File: src/rtl/md5_pkg.sv
package md5_pkg;
  localparam int WORD_W       = 32;
  localparam int N_WORDS      = 16;
  localparam int BLOCK_W      = WORD_W * N_WORDS;
  localparam int N_LANES      = 4;
  localparam int DIGEST_W     = WORD_W * N_LANES;
  localparam int N_STEPS      = 64;
  localparam int ROUND_STEPS  = 16;
  localparam int STEP_W       = $clog2(N_STEPS);
  localparam int IDX_W        = $clog2(N_WORDS);
  localparam int SH_W         = $clog2(WORD_W);
  localparam int BYTES_PER_W  = WORD_W / 8;

  typedef logic [WORD_W-1:0] word_t;
  typedef logic [STEP_W-1:0] step_t;

  typedef struct packed {
    word_t a;
    word_t b;
    word_t c;
    word_t d;
  } md5_state_t;

  localparam md5_state_t IV_STATE = '{
    a: 32'h67452301,
    b: 32'hefcdab89,
    c: 32'h98badcfe,
    d: 32'h10325476
  };

  typedef enum logic [1:0] {
    ST_IDLE = 2'd0,
    ST_RUN  = 2'd1,
    ST_DONE = 2'd2
  } ctrl_state_e;

  function automatic word_t rotl(word_t x, logic [SH_W-1:0] s);
    return (x << s) | (x >> (6'd32 - {1'b0, s}));
  endfunction

  // message word selected by each step
  function automatic logic [IDX_W-1:0] word_idx(step_t i);
    logic [IDX_W-1:0] j;
    j = i[IDX_W-1:0];
    case (i[STEP_W-1:STEP_W-2])
      2'd0:    return j;
      2'd1:    return j * 4'd5 + 4'd1;
      2'd2:    return j * 4'd3 + 4'd5;
      default: return j * 4'd7;
    endcase
  endfunction

  function automatic logic [SH_W-1:0] shift_amt(step_t i);
    case ({i[STEP_W-1:STEP_W-2], i[1:0]})
      4'h0: return 5'd7;   4'h1: return 5'd12; 4'h2: return 5'd17; 4'h3: return 5'd22;
      4'h4: return 5'd5;   4'h5: return 5'd9;  4'h6: return 5'd14; 4'h7: return 5'd20;
      4'h8: return 5'd4;   4'h9: return 5'd11; 4'ha: return 5'd16; 4'hb: return 5'd23;
      4'hc: return 5'd6;   4'hd: return 5'd10; 4'he: return 5'd15; default: return 5'd21;
    endcase
  endfunction
endpackage

File: src/rtl/md5_const_rom.sv
module md5_const_rom
  import md5_pkg::*;
(
  input  step_t step_i,
  output word_t t_o
);
  always_comb begin
    case (step_i)
      6'd0:  t_o = 32'hd76aa478; 6'd1:  t_o = 32'he8c7b756; 6'd2:  t_o = 32'h242070db; 6'd3:  t_o = 32'hc1bdceee;
      6'd4:  t_o = 32'hf57c0faf; 6'd5:  t_o = 32'h4787c62a; 6'd6:  t_o = 32'ha8304613; 6'd7:  t_o = 32'hfd469501;
      6'd8:  t_o = 32'h698098d8; 6'd9:  t_o = 32'h8b44f7af; 6'd10: t_o = 32'hffff5bb1; 6'd11: t_o = 32'h895cd7be;
      6'd12: t_o = 32'h6b901122; 6'd13: t_o = 32'hfd987193; 6'd14: t_o = 32'ha679438e; 6'd15: t_o = 32'h49b40821;
      6'd16: t_o = 32'hf61e2562; 6'd17: t_o = 32'hc040b340; 6'd18: t_o = 32'h265e5a51; 6'd19: t_o = 32'he9b6c7aa;
      6'd20: t_o = 32'hd62f105d; 6'd21: t_o = 32'h02441453; 6'd22: t_o = 32'hd8a1e681; 6'd23: t_o = 32'he7d3fbc8;
      6'd24: t_o = 32'h21e1cde6; 6'd25: t_o = 32'hc33707d6; 6'd26: t_o = 32'hf4d50d87; 6'd27: t_o = 32'h455a14ed;
      6'd28: t_o = 32'ha9e3e905; 6'd29: t_o = 32'hfcefa3f8; 6'd30: t_o = 32'h676f02d9; 6'd31: t_o = 32'h8d2a4c8a;
      6'd32: t_o = 32'hfffa3942; 6'd33: t_o = 32'h8771f681; 6'd34: t_o = 32'h6d9d6122; 6'd35: t_o = 32'hfde5380c;
      6'd36: t_o = 32'ha4beea44; 6'd37: t_o = 32'h4bdecfa9; 6'd38: t_o = 32'hf6bb4b60; 6'd39: t_o = 32'hbebfbc70;
      6'd40: t_o = 32'h289b7ec6; 6'd41: t_o = 32'heaa127fa; 6'd42: t_o = 32'hd4ef3085; 6'd43: t_o = 32'h04881d05;
      6'd44: t_o = 32'hd9d4d039; 6'd45: t_o = 32'he6db99e5; 6'd46: t_o = 32'h1fa27cf8; 6'd47: t_o = 32'hc4ac5665;
      6'd48: t_o = 32'hf4292244; 6'd49: t_o = 32'h432aff97; 6'd50: t_o = 32'hab9423a7; 6'd51: t_o = 32'hfc93a039;
      6'd52: t_o = 32'h655b59c3; 6'd53: t_o = 32'h8f0ccc92; 6'd54: t_o = 32'hffeff47d; 6'd55: t_o = 32'h85845dd1;
      6'd56: t_o = 32'h6fa87e4f; 6'd57: t_o = 32'hfe2ce6e0; 6'd58: t_o = 32'ha3014314; 6'd59: t_o = 32'h4e0811a1;
      6'd60: t_o = 32'hf7537e82; 6'd61: t_o = 32'hbd3af235; 6'd62: t_o = 32'h2ad7d2bb; default: t_o = 32'heb86d391;
    endcase
  end
endmodule

File: src/rtl/md5_step.sv
module md5_step
  import md5_pkg::*;
(
  input  md5_state_t cur_i,
  input  step_t      step_i,
  input  word_t      x_i,
  input  word_t      t_i,
  output md5_state_t nxt_o
);
  word_t f;
  word_t sum;
  word_t rot;

  always_comb begin
    case (step_i[STEP_W-1:STEP_W-2])
      2'd0:    f = (cur_i.b & cur_i.c) | (~cur_i.b & cur_i.d);
      2'd1:    f = (cur_i.b & cur_i.d) | (cur_i.c & ~cur_i.d);
      2'd2:    f = cur_i.b ^ cur_i.c ^ cur_i.d;
      default: f = cur_i.c ^ (cur_i.b | ~cur_i.d);
    endcase
    sum = cur_i.a + f + x_i + t_i;
    rot = rotl(sum, shift_amt(step_i));
    // D->A, result->B, B->C, C->D
    nxt_o.a = cur_i.d;
    nxt_o.b = cur_i.b + rot;
    nxt_o.c = cur_i.b;
    nxt_o.d = cur_i.c;
  end
endmodule

File: src/rtl/md5_ctrl.sv
module md5_ctrl
  import md5_pkg::*;
(
  input  logic  clk_i,
  input  logic  rst_ni,
  input  logic  in_valid_i,
  input  logic  digest_ready_i,
  output logic  in_ready_o,
  output logic  digest_valid_o,
  output logic  load_o,
  output logic  step_en_o,
  output logic  last_o,
  output logic  clear_o,
  output step_t step_o
);
  localparam step_t LAST = step_t'(N_STEPS - 1);

  ctrl_state_e state_q, state_d;
  step_t       cnt_q, cnt_d;

  assign in_ready_o     = (state_q == ST_IDLE);
  assign digest_valid_o = (state_q == ST_DONE);
  assign load_o         = in_ready_o && in_valid_i;
  assign step_en_o      = (state_q == ST_RUN);
  assign last_o         = (cnt_q == LAST);
  assign clear_o        = digest_valid_o && digest_ready_i;
  assign step_o         = cnt_q;

  always_comb begin
    state_d = state_q;
    cnt_d   = cnt_q;
    case (state_q)
      ST_IDLE: if (in_valid_i) begin
        state_d = ST_RUN;
        cnt_d   = '0;
      end
      ST_RUN: begin
        cnt_d = cnt_q + 1'b1;
        if (cnt_q == LAST) state_d = ST_DONE;
      end
      ST_DONE: if (digest_ready_i) state_d = ST_IDLE;
      default: state_d = ST_IDLE;
    endcase
  end

  always_ff @(posedge clk_i or negedge rst_ni) begin
    if (!rst_ni) begin
      state_q <= ST_IDLE;
      cnt_q   <= '0;
    end else begin
      state_q <= state_d;
      cnt_q   <= cnt_d;
    end
  end

  a_r1_ready_valid_excl: assert property (@(posedge clk_i) disable iff (!rst_ni)
    !(in_ready_o && digest_valid_o));

  a_r3_step_advance: assert property (@(posedge clk_i) disable iff (!rst_ni)
    (state_q == ST_RUN && cnt_q != LAST) |=> (state_q == ST_RUN && cnt_q == $past(cnt_q) + 1'b1));

  a_r3_done_after_last: assert property (@(posedge clk_i) disable iff (!rst_ni)
    (state_q == ST_RUN && cnt_q == LAST) |=> digest_valid_o);

  a_r9_take_to_idle: assert property (@(posedge clk_i) disable iff (!rst_ni)
    (digest_valid_o && digest_ready_i) |=> (in_ready_o && !digest_valid_o));
endmodule

File: src/rtl/md5_engine.sv
module md5_engine
  import md5_pkg::*;
(
  input  logic                clk_i,
  input  logic                rst_ni,
  input  logic                in_valid_i,
  output logic                in_ready_o,
  input  logic [BLOCK_W-1:0]  block_i,
  output logic                digest_valid_o,
  input  logic                digest_ready_i,
  output logic [DIGEST_W-1:0] digest_o
);
  logic       load, step_en, last, clear;
  step_t      step;
  word_t      msg_q [N_WORDS];
  md5_state_t st_q, st_nxt, st_out;
  word_t      t_val;

  md5_ctrl u_ctrl (
    .clk_i         (clk_i),
    .rst_ni        (rst_ni),
    .in_valid_i    (in_valid_i),
    .digest_ready_i(digest_ready_i),
    .in_ready_o    (in_ready_o),
    .digest_valid_o(digest_valid_o),
    .load_o        (load),
    .step_en_o     (step_en),
    .last_o        (last),
    .clear_o       (clear),
    .step_o        (step)
  );

  md5_const_rom u_rom (
    .step_i(step),
    .t_o   (t_val)
  );

  md5_step u_step (
    .cur_i (st_q),
    .step_i(step),
    .x_i   (msg_q[word_idx(step)]),
    .t_i   (t_val),
    .nxt_o (st_nxt)
  );

  always_ff @(posedge clk_i or negedge rst_ni) begin
    if (!rst_ni) begin
      for (int j = 0; j < N_WORDS; j++) msg_q[j] <= '0;
    end else if (load) begin
      for (int j = 0; j < N_WORDS; j++) msg_q[j] <= block_i[j*WORD_W +: WORD_W];
    end
  end

  always_ff @(posedge clk_i or negedge rst_ni) begin
    if (!rst_ni) begin
      st_q <= IV_STATE;
    end else if (clear) begin
      st_q <= IV_STATE;
    end else if (step_en) begin
      if (last) begin
        st_q.a <= IV_STATE.a + st_nxt.a;
        st_q.b <= IV_STATE.b + st_nxt.b;
        st_q.c <= IV_STATE.c + st_nxt.c;
        st_q.d <= IV_STATE.d + st_nxt.d;
      end else begin
        st_q <= st_nxt;
      end
    end
  end

  assign st_out = digest_valid_o ? st_q : IV_STATE;

  // little-endian byte order: low byte of A lands in the top byte
  for (genvar w = 0; w < N_LANES; w++) begin : g_lane
    word_t lane;
    assign lane = st_out[DIGEST_W-1-w*WORD_W -: WORD_W];
    for (genvar b = 0; b < BYTES_PER_W; b++) begin : g_byte
      assign digest_o[DIGEST_W-1-(w*BYTES_PER_W+b)*8 -: 8] = lane[b*8 +: 8];
    end
  end

  a_r2_ready_drops: assert property (@(posedge clk_i) disable iff (!rst_ni)
    (in_valid_i && in_ready_o) |=> !in_ready_o);

  a_r8_digest_hold: assert property (@(posedge clk_i) disable iff (!rst_ni)
    (digest_valid_o && !digest_ready_i) |=> (digest_valid_o && $stable(digest_o)));

  a_r9_idle_state_iv: assert property (@(posedge clk_i) disable iff (!rst_ni)
    in_ready_o |-> (st_q == IV_STATE));
endmodule

File: config.mk
export PLATFORM = sky130hd
export DESIGN_NAME = md5_engine
export DESIGN_NICKNAME = d
export VERILOG_FILES = /design/src/rtl/md5_pkg.sv /design/src/rtl/md5_const_rom.sv /design/src/rtl/md5_step.sv /design/src/rtl/md5_ctrl.sv /design/src/rtl/md5_engine.sv
export SDC_FILE = /design/constraint.sdc
export NUM_CORES = 2
export LEC_CHECK = 0
export BUFFER_PORTS_ARGS = -buffer_cell sky130_fd_sc_hd__buf_2
export CORE_MARGIN = 3
export CORE_UTILIZATION = 55
export CTS_BUF_LIST = sky130_fd_sc_hd__clkbuf_4
export DETAILED_ROUTE_END_ITERATION = 16
export PLACE_DENSITY = 0.8
export SYNTH_ARGS = -nofsm -noshare
export SYNTH_HDL_FRONTEND = slang
export SYNTH_SLANG_ARGS = --single-unit
File: constraint.sdc
create_clock -name clk_i -period 10.8 [get_ports clk_i]
set_clock_uncertainty 0.2 [all_clocks]
set_input_delay 1.62 -clock clk_i [delete_from_list [all_inputs] [get_ports clk_i]]
set_output_delay 1.62 -clock clk_i [all_outputs]
set_load 0.1 [all_outputs]
==> impl_metrics.ini <==
[critical_path]
crit_end = st_q[95]
cp.arrival_ns = 11.16
rr_endpoint = st_q[95]
start_kind = flop
reg2reg_depth = 37
worstSetupPathType = flop to flop
crit_required_ns = 11.59
r2r-start = u_ctrl.step_o[1]
cp_slowest_cell = or4_4
rrSetupSlack_ns = 0.44
crit_path_end_kind = flop
startpoint = u_ctrl.step_o[1]
crit_path_max_incr_delay_ns = 0.55
worstPathMaxFanout = 21

[synthesis]
muxShareOfSynthArea_pct = 23.2
synthCells = 4575
synth-xor-area-share_pct = 4.40
synth_compound_area_share_pct = 15.2
synth_adder_area_share_pct = 5.57
synth_most_common_cell = dfrtp_1
synth_top_family_by_area = multiplexers
synth_warnings = 0
yosys-top-cells-count = dfrtp_1 (584), mux2_2 (559), nand2_1 (366)
synth.top_cell.area_share_pct = 32.0
avgSynthCellArea_um2 = 9.97
synth_area_um2 = 45600
yosysSeqAreaShare_pct = 35.7
synth_edf_count = 0
synthTopCellsByArea = dfrtp_1 (32%), mux2_2 (14%), mux4_2 (6.9%)
synth-seq-cells = 648
ys_types = 115
synth_ff_type = dfrtp_1
yosys.area_share.simple_pct = 11.1
synthArstFlopShare_pct = 100
yosysTopAreaCell = dfrtp_1
postSynthNetCount = 5255

[sta]
fmax_mhz = 96.5
fin_ws_ns = 0.435
fin_crit_ns = 10.36
hold_viol = 0
setup_viol = 0
tightest_slew_ns = 1.22
period_share_pct = 96.0
slew_violations = 0
hold_ws_ns = 0.303
relSlewSlack_pct = 17.7

[cts]
clkSinkCount = 648
htreeDepth = 4
path_clk_slew_ns = 0.07
clk_latency_ns = 1.11
cts_root_buffer = clkbuf_4
cts_buffers = 167
cts_buffer_depth = 3
cts_tree = done

[final_layout]
final_net_count = 5996
drive_gt1_share_pct = 38.7
final_area_um2 = 53700
areaGrowthSynthToFinish_pct = 17.8

[status]
status = finished, final reports clean

[grt]
antenna_found_initial = 70
grt_pass1_wl_um = 267000
grt_use_total_pct = 41.5
grt_max_degree = 185
grt-ovfl-total = 0
grt_pass1_vias = 42013

[die]
initial_core_util_pct = 56.1
die_h_um = 294
ios = 646
std_cell_rows = 104
fp.dieArea_um2 = 86400
fp.coreArea_um2 = 81300
die_x_um = 294

[run]
drv_cap = 0

[min_path]
holdCritPathClass = flop to flop
hold_start = msg_q[189]

[place]
hpwl_um = 136000
place_ws_ns = 0.284
place.gp.congestion = 1.03
port_buffers = 645
place_area_um2 = 51200

[drt]
wl_met1_um = 67300
drt_wl_total_um = 182000
ant_nets = 0
met3_length_um = 16900
vias = 42052
routed.top_layer = met5
post_drt_wl_per_cell_um = 27.7
drt-pass1-iter-count = 9
route.detailed.drc = 0
via_per_inst = 6.40
drt_iter0_drc = 4702
wl_met2_um = 84400
## cells in the final DEF, fill, tap and decap left out, drive strengths merged, types with 25 or more instances in the layout
cell and count:
nand2 367, or2 35, o211ai 56, buf 957
ha 99, a21oi 289, xnor2 143, a31oi 66
a21o 25, clkbuf 246, o21ai 331, nor2 267
mux2i 113, nor3 68, diode 66, xor2 79
dfstp 64, mux2 559, and2 87, fa 65
a211oi 83, clkinv 43, nand2b 78, inv 175
dfrtp 584, nand3 67, mux4 140
## critical path: cells and delay by family, from the launching register on
kind / cells / cell delay [ns]
XOR/XNOR: 1 / 0.09
AND/OR/NAND/NOR: 8 / 2.09
flip-flops: 1 / 0.37
multiplexers: 3 / 1.14
adder cells (fa/ha/maj): 4 / 1.48
buffers and inverters: 6 / 1.22
AO/OA/AOI/OAI: 15 / 3.69
## flip-flops by register name, summed over array words and instances (netlist names)
register and flops:
st_q 128, u_ctrl.step_o 6, u_ctrl.state_q 2, msg_q 512
## metal layers
layer,vias to the layer above,track usage (%)
met5,-,0
met4,26,27.7
met3,640,10.6
met2,2534,65.0
met1,20709,50.8
li1,18143,-
## area by class of cell
cell class | instances | area (µm²)
clock buffers | 246 | 1850
flip-flops and latches | 648 | 16300
clock inverters | 53 | 267
fillers | 6288 | 27600
inverters | 167 | 627
diodes | 66 | 165
well taps | 1060 | 1330
repair buffers | 957 | 5810
multi-input cells | 3375 | 27400
## timing repair
item	4_1_cts	5_1_grt
setup buffers	0	6
setup endpoints to repair	0	13
resized for setup	0	40
hold buffers	0	0
hold endpoints to repair	0	0
## worst min-delay path by stage
stage                 endpoint  slack [ns]  depth (start not counted)
global route        msg_q[388]        0.27                          1
CTS                 msg_q[232]        0.20                          1
finish              msg_q[189]        0.30                          1
detailed placement  msg_q[299]        0.29                          1
floorplan           msg_q[352]        0.28                          1
global placement    msg_q[307]        0.28                          1
## logic make-up after synthesis
kind of cell | Yosys count
AOI/OAI and AO/OA | 1096
and+or+nand+nor | 1079
muxes | 812
DFF | 648
buffers and inverters | 552
xor gates and xnor gates | 224
adders and majority gates | 164
## per-stage QoR
stage | utilization [%] | cells | setup TNS, ns
after floorplan | - | 4575 | 0
after global placement | 63.0 | 6201 | 0
after detailed placement | 63.0 | 6201 | 0
after CTS | 65.6 | 6500 | 0
after global routing | 66.0 | 6564 | -0.00282
final | 66.1 | 6572 | 0
Power is not shown: default switching activity piles up to over one toggle a cycle in this logic, so the estimate is an artifact.
